===== src/rtl/tlbinv_pkg.sv =====
package tlbinv_pkg;

  typedef enum logic [2:0] {
    OP_LINE_CLR   = 3'd0,
    OP_LINE_FLUSH = 3'd1,
    OP_ALL        = 3'd2,
    OP_ALL_G      = 3'd3,
    OP_ALL_ASID   = 3'd4,
    OP_PAGE_ASID  = 3'd5,
    OP_PAGE_AORG  = 3'd6,
    OP_NONE       = 3'd7
  } inv_op_e;

  localparam int PAGE_LSB = 13;

  function automatic logic is_page_op(inv_op_e o);
    return (o == OP_PAGE_ASID) || (o == OP_PAGE_AORG);
  endfunction

endpackage


===== src/rtl/tlbinv_scope.sv =====
module tlbinv_scope
  import tlbinv_pkg::*;
#(
  parameter int WAYS  = 8,
  parameter int SETS  = 256,
  parameter int FA_N  = 64,
  parameter int IDX_W = 12
) (
  input  inv_op_e          op,
  input  logic [IDX_W-1:0] index,
  output logic [IDX_W-1:0] first,
  output logic [IDX_W-1:0] last,
  output logic             line_stride,
  output logic             empty
);
  localparam int SA_N  = WAYS * SETS;
  localparam int TOTAL = SA_N + FA_N;
  localparam int SET_W = $clog2(SETS);

  logic [IDX_W-1:0] set_base;
  assign set_base = IDX_W'(index[SET_W-1:0]);

  always_comb begin
    first       = '0;
    last        = IDX_W'(TOTAL - 1);
    line_stride = 1'b0;
    empty       = 1'b0;
    case (op)
      OP_LINE_CLR, OP_LINE_FLUSH: begin
        if (32'(index) < SA_N) begin
          first       = set_base;
          last        = IDX_W'(SA_N - SETS) + set_base;
          line_stride = 1'b1;
        end else if (32'(index) < TOTAL) begin
          first = IDX_W'(SA_N);
        end else begin
          empty = 1'b1;
        end
      end
      OP_NONE: empty = 1'b1;
      default: ;
    endcase
  end
endmodule


===== src/rtl/tlbinv_match.sv =====
module tlbinv_match
  import tlbinv_pkg::*;
#(
  parameter int ASID_W = 10,
  parameter int VA_W   = 48,
  parameter int PS_W   = 6
) (
  input  inv_op_e                  op,
  input  logic                     in_sa,
  input  logic [PS_W-1:0]          shared_ps,
  input  logic [ASID_W-1:0]        cur_asid,
  input  logic [ASID_W-1:0]        op_asid,
  input  logic                     op_g,
  input  logic [VA_W-1:0]          vaddr,
  input  logic                     ent_e,
  input  logic                     ent_g,
  input  logic [ASID_W-1:0]        ent_asid,
  input  logic [VA_W-PAGE_LSB-1:0] ent_vppn,
  input  logic [PS_W-1:0]          ent_ps,
  output logic                     hit
);
  logic [PS_W-1:0] eff_ps;
  logic [VA_W-1:0] diff;
  logic            page_eq;
  logic            asid_cur_eq;
  logic            asid_op_eq;

  assign eff_ps      = in_sa ? shared_ps : ent_ps;
  assign diff        = vaddr ^ {ent_vppn, {PAGE_LSB{1'b0}}};
  assign asid_cur_eq = (ent_asid == cur_asid);
  assign asid_op_eq  = (ent_asid == op_asid);

  // Bits strictly above the effective page size select the page pair.
  always_comb begin
    page_eq = 1'b1;
    for (int i = 0; i < VA_W; i++) begin
      if (i > int'(eff_ps) && diff[i]) page_eq = 1'b0;
    end
  end

  always_comb begin
    case (op)
      OP_LINE_CLR:   hit = !ent_g && asid_cur_eq;
      OP_LINE_FLUSH: hit = 1'b1;
      OP_ALL:        hit = 1'b1;
      OP_ALL_G:      hit = (ent_g == op_g);
      OP_ALL_ASID:   hit = !ent_g && asid_op_eq;
      OP_PAGE_ASID:  hit = ent_e && !ent_g && asid_op_eq && page_eq;
      OP_PAGE_AORG:  hit = ent_e && (ent_g || asid_op_eq) && page_eq;
      default:       hit = 1'b0;
    endcase
  end
endmodule


===== src/rtl/tlbinv_engine.sv =====
module tlbinv_engine
  import tlbinv_pkg::*;
#(
  parameter int WAYS   = 8,
  parameter int SETS   = 256,
  parameter int FA_N   = 64,
  parameter int ASID_W = 10,
  parameter int VA_W   = 48,
  parameter int PS_W   = 6,
  localparam int SA_N  = WAYS * SETS,
  localparam int TOTAL = SA_N + FA_N,
  localparam int IDX_W = $clog2(TOTAL),
  localparam int VPN_W = VA_W - PAGE_LSB
) (
  input  logic              clk,
  input  logic              rst,
  input  logic              start,
  input  logic [2:0]        op,
  input  logic [IDX_W-1:0]  op_index,
  input  logic [ASID_W-1:0] cur_asid,
  input  logic [ASID_W-1:0] op_asid,
  input  logic              op_g,
  input  logic [VA_W-1:0]   op_vaddr,
  input  logic [PS_W-1:0]   shared_ps,
  output logic              busy,
  output logic              done,
  output logic              ent_rd,
  output logic [IDX_W-1:0]  ent_idx,
  input  logic              ent_e,
  input  logic              ent_g,
  input  logic [ASID_W-1:0] ent_asid,
  input  logic [VPN_W-1:0]  ent_vppn,
  input  logic [PS_W-1:0]   ent_ps,
  output logic              clr_valid,
  output logic [IDX_W-1:0]  clr_idx
);
  localparam int SET_W = $clog2(SETS);

  inv_op_e           op_in, op_q;
  logic [IDX_W-1:0]  sc_first, sc_last, last_q;
  logic              sc_line, sc_empty, line_q;
  logic [ASID_W-1:0] cur_asid_q, op_asid_q;
  logic              op_g_q;
  logic [VA_W-1:0]   vaddr_q;
  logic [PS_W-1:0]   sps_q;
  logic              hit, in_sa, at_last;
  logic [IDX_W-1:0]  step;

  assign op_in   = inv_op_e'(op);
  assign ent_rd  = busy;
  assign in_sa   = 32'(ent_idx) < SA_N;
  assign at_last = (ent_idx == last_q);
  assign step    = line_q ? IDX_W'(SETS) : IDX_W'(1);

  tlbinv_scope #(.WAYS(WAYS), .SETS(SETS), .FA_N(FA_N), .IDX_W(IDX_W)) u_scope (
    .op(op_in), .index(op_index), .first(sc_first), .last(sc_last),
    .line_stride(sc_line), .empty(sc_empty)
  );

  tlbinv_match #(.ASID_W(ASID_W), .VA_W(VA_W), .PS_W(PS_W)) u_match (
    .op(op_q), .in_sa(in_sa), .shared_ps(sps_q), .cur_asid(cur_asid_q),
    .op_asid(op_asid_q), .op_g(op_g_q), .vaddr(vaddr_q), .ent_e(ent_e),
    .ent_g(ent_g), .ent_asid(ent_asid), .ent_vppn(ent_vppn), .ent_ps(ent_ps),
    .hit(hit)
  );

  always_ff @(posedge clk) begin
    if (rst) begin
      busy       <= 1'b0;
      done       <= 1'b0;
      clr_valid  <= 1'b0;
      clr_idx    <= '0;
      ent_idx    <= '0;
      last_q     <= '0;
      line_q     <= 1'b0;
      op_q       <= OP_NONE;
      cur_asid_q <= '0;
      op_asid_q  <= '0;
      op_g_q     <= 1'b0;
      vaddr_q    <= '0;
      sps_q      <= '0;
    end else begin
      done      <= 1'b0;
      clr_valid <= 1'b0;
      if (busy) begin
        clr_valid <= hit;
        clr_idx   <= ent_idx;
        if (at_last) begin
          busy <= 1'b0;
          done <= 1'b1;
        end else begin
          ent_idx <= ent_idx + step;
        end
      end else if (start) begin
        op_q       <= op_in;
        cur_asid_q <= cur_asid;
        op_asid_q  <= op_asid;
        op_g_q     <= op_g;
        vaddr_q    <= op_vaddr;
        sps_q      <= shared_ps;
        if (sc_empty) begin
          done <= 1'b1;
        end else begin
          busy    <= 1'b1;
          ent_idx <= sc_first;
          last_q  <= sc_last;
          line_q  <= sc_line;
        end
      end
    end
  end

  assert_idx_in_range_R2: assert property (@(posedge clk) disable iff (rst)
    busy |-> (32'(ent_idx) < TOTAL));

  assert_line_column_R2: assert property (@(posedge clk) disable iff (rst)
    (clr_valid && line_q) |-> (clr_idx[SET_W-1:0] == last_q[SET_W-1:0]));

  assert_page_skip_invalid_R8: assert property (@(posedge clk) disable iff (rst)
    (clr_valid && is_page_op(op_q)) |-> $past(ent_e));

  assert_strobe_from_visit_R10: assert property (@(posedge clk) disable iff (rst)
    clr_valid |-> $past(busy));

  assert_done_idle_R10: assert property (@(posedge clk) disable iff (rst)
    done |-> !busy);

  assert_start_ignored_R11: assert property (@(posedge clk) disable iff (rst)
    (busy && start && !at_last) |=> (busy && $stable(op_q) && $stable(last_q)));
endmodule


===== config.mk =====
export PLATFORM = sky130hd
export DESIGN_NAME = tlbinv_engine
export DESIGN_NICKNAME = d
export VERILOG_FILES = /design/src/rtl/tlbinv_pkg.sv /design/src/rtl/tlbinv_scope.sv /design/src/rtl/tlbinv_match.sv /design/src/rtl/tlbinv_engine.sv
export SDC_FILE = /design/constraint.sdc
export NUM_CORES = 1
export LEC_CHECK = 0
export CAP_MARGIN = 20
export CELL_PAD_IN_SITES_DETAIL_PLACEMENT = 2
export CELL_PAD_IN_SITES_GLOBAL_PLACEMENT = 2
export CORE_UTILIZATION = 27
export CTS_CLUSTER_SIZE = 8
export DETAILED_ROUTE_END_ITERATION = 7
export GPL_TIMING_DRIVEN = 0
export HOLD_SLACK_MARGIN = 0.05
export PLACE_DENSITY = 0.88
export SLEW_MARGIN = 20
export SYNTH_ARGS = -nofsm -noshare
export SYNTH_HDL_FRONTEND = slang
export SYNTH_SLANG_ARGS = --single-unit

===== constraint.sdc =====
create_clock -name clk -period 3 [get_ports clk]
set_input_delay 0.6 -clock clk [delete_from_list [all_inputs] [get_ports clk]]
set_output_delay 0.6 -clock clk [all_outputs]
set_load 0.005 [all_outputs]

* After elaboration in Yosys (flattened, before gate mapping)
Cells that the tools add are included.
** Operators by class
- Add/sub/neg operators :: 2
- Divide/modulo/power cells :: 0
- Multiplexer cells :: 72
- Equal/unequal tests :: 14
- Shifts and indexed selects :: 0
- Bitwise gates (word level) :: 3
- Magnitude comparators :: 50
- Reduce and logical (&&, ||, !) cells :: 65
- $mul :: 0
** Operator list (number)
- two-way mux 12 bit :: 9
- greater-than comparator 5 x 6 -> 1 bit (first input constant) :: 16
- greater-than comparator 6 bit (first input constant) :: 16
- two-way mux 1 bit :: 59
- logical AND 1 bit :: 54
- greater-than comparator 4 x 6 -> 1 bit (first input constant) :: 8
- XOR 48 bit :: 1
- less-than comparator 12 bit (second input constant) :: 3
- greater-than comparator 3 x 6 -> 1 bit (first input constant) :: 4
- equality test 10 bit :: 2
- adder 11 x 8 -> 12 bit (first input constant) :: 1
- adder 12 x 9 -> 12 bit :: 1
- equality test 12 bit :: 1
- equality test 3 bit (second input constant) :: 4
- greater-than comparator 2 x 6 -> 1 bit (first input constant) :: 2
- two-way mux 9 bit :: 1
- equality test 3 x 1 -> 1 bit (second input constant) :: 2
- equality test 3 x 2 -> 1 bit (second input constant) :: 2
- greater-than comparator 1 x 6 -> 1 bit (first input constant) :: 1
- zero test 3 bit :: 2
- two-way mux 6 bit :: 1
- one-hot mux 1 bit (6 select lines) :: 1
- AND reduction 3 bit :: 2
- OR reduction 2 bit :: 3
- other kinds (8) :: 10
** Word-level totals
- Word-level logic and storage cells :: 219
- Output and inout bits :: 28
- Bits of input ports :: 146
- Memory bits (read-only) :: 0
- Memories kept :: 0
- Memory bits (writable) :: 0
- Register bits :: 118
- Bits in latches :: 0

* Depth between registers and ports, before layout
- Word-level depth :: 53
- Depth in mapped cells :: 10
- Gate-level depth less buffers :: 10

* By module
Synthesis repeated with hierarchy kept, for this count alone.
** Second synthesis, totals
- Cell total of the unflattened synthesis :: 866
- Area, all modules :: 6616.3 um^2
** Modules (own cells, without submodules)
- tlbinv_engine :: cells each 585, area an instance 4703.3 um^2, sequential area each 2362.3 um^2, instances 1
- tlbinv_match :: cells each 248, area an instance 1696.6 um^2, sequential area each 0.0 um^2, instances 1
- tlbinv_scope :: cells each 33, area an instance 216.5 um^2, sequential area each 0.0 um^2, instances 1

* Worst setup path after synthesis
OpenSTA, ideal clock, no wires.
- Kind :: input -> register
- From :: input ent_ps[2]
- To :: register clr_valid
- Path buffers :: 2
- Setup slack :: 0.456 ns
- Cell stages on the path :: 9
- Required time :: 2.913 ns
- Setup time :: 0.087 ns
- Arrival :: 2.457 ns
- Cell sequence :: clkbuf_1 and3_1 clkbuf_1 or2_1 a311oi_1 nor4_2 nand4_1 or4_1 o31ai_1
** Between the ends
- Cells in the longest elaborated chain, start to end :: 52
- Elaborated cells on any way between the ends :: 145
- Those cells by class :: 47 x order compare; 49 x mux; 49 x reduce/logical
** Ends and longest elaborated chain
- from (decl) :: line tlbinv_engine.sv:33 : input logic [PS_W-1:0] ent_ps,
- two-way mux 6 bit * :: line tlbinv_match.sv:28 : assign eff_ps = in_sa ? shared_ps : ent_ps;
- greater-than comparator 1 x 6 -> 1 bit :: line tlbinv_match.sv:37 : if (i > int'(eff_ps) && diff[i]) page_eq = 1'b0;
- logical AND 1 bit :: line tlbinv_match.sv:37
- two-way mux 1 bit (46 in a row) :: line tlbinv_match.sv:37
- two-way mux 1 bit * :: line tlbinv_match.sv:37
- logical AND 1 bit (on tied branches) :: line tlbinv_match.sv:49, tlbinv_match.sv:48
- one-hot mux 1 bit (6 select lines) * :: line tlbinv_match.sv:42 : case (op)
- to (signal assigned) :: line tlbinv_engine.sv:86 : clr_valid <= hit;
- to (decl) :: line tlbinv_engine.sv:34 : output logic clr_valid,
Mark *: on every way between the ends. The rest lies on a longest branch, timed or not.
A chain may end at the register's enable or synchronous reset.

* Worst setup path after layout
- From :: input ent_ps[5]
- To :: register clr_valid
The elaborated chain is that of the path after synthesis.

==> impl_metrics.ini <==
[outcome]
status = finished clean

[sta]
fmax_ghz = 0.335
setup_ws_ns = 0.0174
slew_headroom_pct = 43.5
hold_violations = 0
finClkSkew_ns = 0.0104
drv_slew = 0
rsz0062_at_grt = no
setup_tns_ns = 0
setup_viol = 0
finalWorstPathRequiredPeriod_ns = 2.98
period_share_pct = 99.4
worst_pin_slew_ns = 0.823

[yosys]
synth_area_sq_mm = 0.00616
ys_warn_count = 0
synthesis.nets = 960
yosysSeqAreaShare_pct = 37.0
synth_ff_type = dfxtp_1
synthCells = 811
synth_cell_types = 68
avgSynthCellArea_sq_um = 7.60
synth_seq_cells = 114
synth_edf_count = 0
async_reset_ff_share_pct = 0

[setup_path]
arrival_ns = 3.29
cp_top_family = simple AND/OR/NAND/NOR gates
ff2ff_setup_slack_ns = 0.03
crit_chain = clkdlybuf4s50_1 > clkbuf_2 > nand3b_1 > a211oi_2 > a311oi_1 > nor4_2 > nand4_1 > or4_1 > o31ai_2
r2r_start = ent_idx[11]$_SDFFE_PP0P_
path_buf_inv = 2
critPathSlowestCell = or4_1
slowest_delay_ns = 0.52
cp-end-kind = register
required_ns = 3.31
r2r_end = clr_valid$_SDFF_PP0_
crit_fanout = 10
crit_type = in -> reg
reg2reg_depth = 10
start_kind = input pin

[placement]
dpl.hpwl_mm = 22.2
io_buffers = 169
place_area_sq_mm = 0.00820
gp_congestion = 0.935
dp_cells = 1260
place_ws_ns = -0.679

[clocking]
cts_made_buffers = 17
clock_path_buffers = 2
tritoncts = yes
clock-root-buffer = clkbuf_16
clk_pin_slew_ns = 0.06
postCtsSetupRepairBufs = 0
htree_levels = 4
cts.sinks = 114
clk_latency_ns = 0.42

[flow_run]
cap_violations = 0

[floorplanning]
core_sq_mm = 0.0221
initial_core_util_pct = 27.9
design.portCount = 174
dieArea_sq_mm = 0.0234
rows = 54
die_h_microns = 153
die_x_microns = 153

[final_layout]
fin_area_sq_mm = 0.00890
drive_gt1_share_pct = 6.73
syn2layout_area_growth_pct = 44.5
layoutNonFillerInstCount = 1294
fill_cells = 2495
finalNetCount = 1148

[global_routing]
grt_pass1_vias = 7550
grt_pass1_wl_mm = 44.4
grt_util_met2_pct = 43.9
grt_usage_pct = 25.1
grt_antenna_before_repair = 3
grt_use_met1_pct = 29.8
use_met3_pct = 5.78
grt_max_degree = 17
grt-busiest-layer = met2
grt-ovfl-total = 0

[worst_hold_path]
hold_path_startpoint = vaddr_q[12]$_SDFFE_PP0P_
whs_path_depth = 2
min_to = vaddr_q[12]$_SDFFE_PP0P_
min_path_type = reg -> reg

[drt]
wl_mm = 29.0
vias = 6959
postRouteAntennaNets = 0
first_iter_violations = 400
vias_per_cell = 5.38
drt-pass1-iter-count = 5
wl_per_cell_microns = 22.4
drc_errors = 0

[pwr]
finalPower_uw = 4760
vdd_ir_drop_max_mv = 0.364
p_per_area_mw_per_mm2 = 535
leakage_uw = 0.00325
## metrics by stage
| stage | utilization [%] | hold slack [ns] |
|---|---|---|
| 2_1_floorplan | - | 0.433 |
| 3_3_place_gp | 37.1 | 0.442 |
| 3_5_place_dp | 37.1 | 0.462 |
| 4_1_cts | 40.0 | 0.471 |
| 5_1_grt | 40.3 | 0.494 |
| 6_report | 40.3 | 0.468 |
## routing by layer
| metal | part of all wire, % | vias to the layer above |
|---|---|---|
| met4 | 2.7 | 0 |
| met2 | 50 | 275 |
| met3 | 6.5 | 52 |
| met1 | 41 | 3427 |
| met5 | 0 | - |
| li1 | - | 3205 |
## placed cells by master, fill, tap and decap left out, drive strengths merged, types with 4 or more instances in the layout
| cell | Yosys | routed |
|---|---|---|
| nor4 | 9 | 9 |
| a211oi | 7 | 7 |
| clkinvlp | 0 | 5 |
| or3 | 4 | 4 |
| nor2 | 55 | 55 |
| nand4 | 6 | 6 |
| mux2i | 18 | 18 |
| buf | 17 | 16 |
| clkbuf | 40 | 64 |
| a221oi | 4 | 4 |
| a311oi | 6 | 6 |
| o22ai | 4 | 4 |
| a22oi | 4 | 4 |
| o31ai | 4 | 4 |
| xor2 | 44 | 44 |
| clkdlybuf4s50 | 0 | 168 |
| xnor2 | 24 | 24 |
| and3 | 4 | 4 |
| a21oi | 106 | 106 |
| nand3b | 9 | 9 |
| a31oi | 10 | 10 |
| inv | 9 | 9 |
| dfxtp | 114 | 114 |
| o211ai | 5 | 5 |
| a21o | 4 | 4 |
| nand2b | 6 | 6 |
| nand3 | 16 | 16 |
| nor3 | 30 | 30 |
| o21ai | 16 | 16 |
| nand2 | 185 | 185 |
## report_power, final
part           switching [uW]  internal, uW  total (uW)  leakage, uW
clock                     754          1300        2060     0.000274
sequential               96.5          1610        1710     0.000935
combinational             553           436         989      0.00204
total                    1400          3360        4760      0.00325
## cell type report
cell class / instances / area (sq um) / share of cell area [%]
Sequential cell: 114 / 2280 / 25.7
Timing Repair Buffer: 169 / 1690 / 19.0
Clock inverter: 8 / 103 / 1.15
Tap cell: 280 / 350 / 3.94
Multi-Input combinational cell: 631 / 3690 / 41.4
Antenna cell: 3 / 7.51 / 0.0844
Buffer: 57 / 251 / 2.83
Inverter: 9 / 33.8 / 0.380
Clock buffer: 23 / 488 / 5.48
## synthesized netlist by cell type (4+ instances only)
cell type	instances	share of area (%)
nor3_1	30	2.4
clkbuf_1	40	2.4
o21ai_0	15	1.2
and3_1	4	0.41
nand3b_1	9	1.1
nand3_1	16	1.3
xnor2_1	24	3.4
a22oi_1	4	0.49
a21oi_1	106	8.6
dfxtp_1	114	37
a211oi_1	6	0.73
xor2_1	44	6.3
nor2_1	55	3.4
buf_2	9	0.73
a21o_1	4	0.49
buf_1	6	0.37
nand2_1	185	11
a311oi_1	6	0.85
mux2i_1	17	2.8
nand2b_1	6	0.61
o211ai_1	5	0.61
a31oi_1	10	1.0
nor4_1	8	0.81
o31ai_1	4	0.49
or3_1	4	0.41
inv_1	8	0.49
nand4_1	6	0.61
## cells by family after synthesis
kind of cell,share of synthesized area [%]
compound gates,20.0
xor+xnor,9.67
fa+ha+maj,0.609
buf+inv,4.39
flops,37.0
mux,3.53
simple gates,24.7
## worst reg2reg max path, cell delays in order (launching register included)
cell,delay [ns]
dfxtp_2,0.42
buf_6,0.18
clkbuf_4,0.24
buf_4,0.25
nand2_1,0.08
o22ai_1,0.24
nor2_1,0.16
o211ai_1,0.20
o22ai_1,0.19
or4_1,0.57
o31ai_2,0.35
## what timing repair did
action                     CTS  global route
setup endpoints to repair   13             1
pin swaps                    0             0
gates resized for setup     16            12
hold buffers                 0             0
## registers in the layout, indices dropped and copies added, names as in the netlist
signal      flops
busy            1
clr_valid       1
ent_idx        12
clr_idx        12
sps_q           6
cur_asid_q     10
op_g_q          1
last_q         10
done            1
op_q            3
vaddr_q        47
op_asid_q      10
## worst max-delay path by stage
stage | endpoint | slack [ns] | startpoint | cells past startpoint
final | clr_valid$_SDFF_PP0_ | 0.02 | ent_ps[5] | 9
after global routing | clr_valid$_SDFF_PP0_ | 0.007 | ent_ps[5] | 9
after CTS | clr_valid$_SDFF_PP0_ | 0.001 | ent_idx[11]$_SDFFE_PP0P_ | 9
after detailed placement | clr_valid$_SDFF_PP0_ | -0.68 | ent_ps[4] | 9
after global placement | clr_valid$_SDFF_PP0_ | -0.63 | ent_ps[4] | 9
after floorplan | clr_valid$_SDFF_PP0_ | 0.46 | ent_ps[2] | 9
Note: power is estimated with default switching activity, not from simulation.
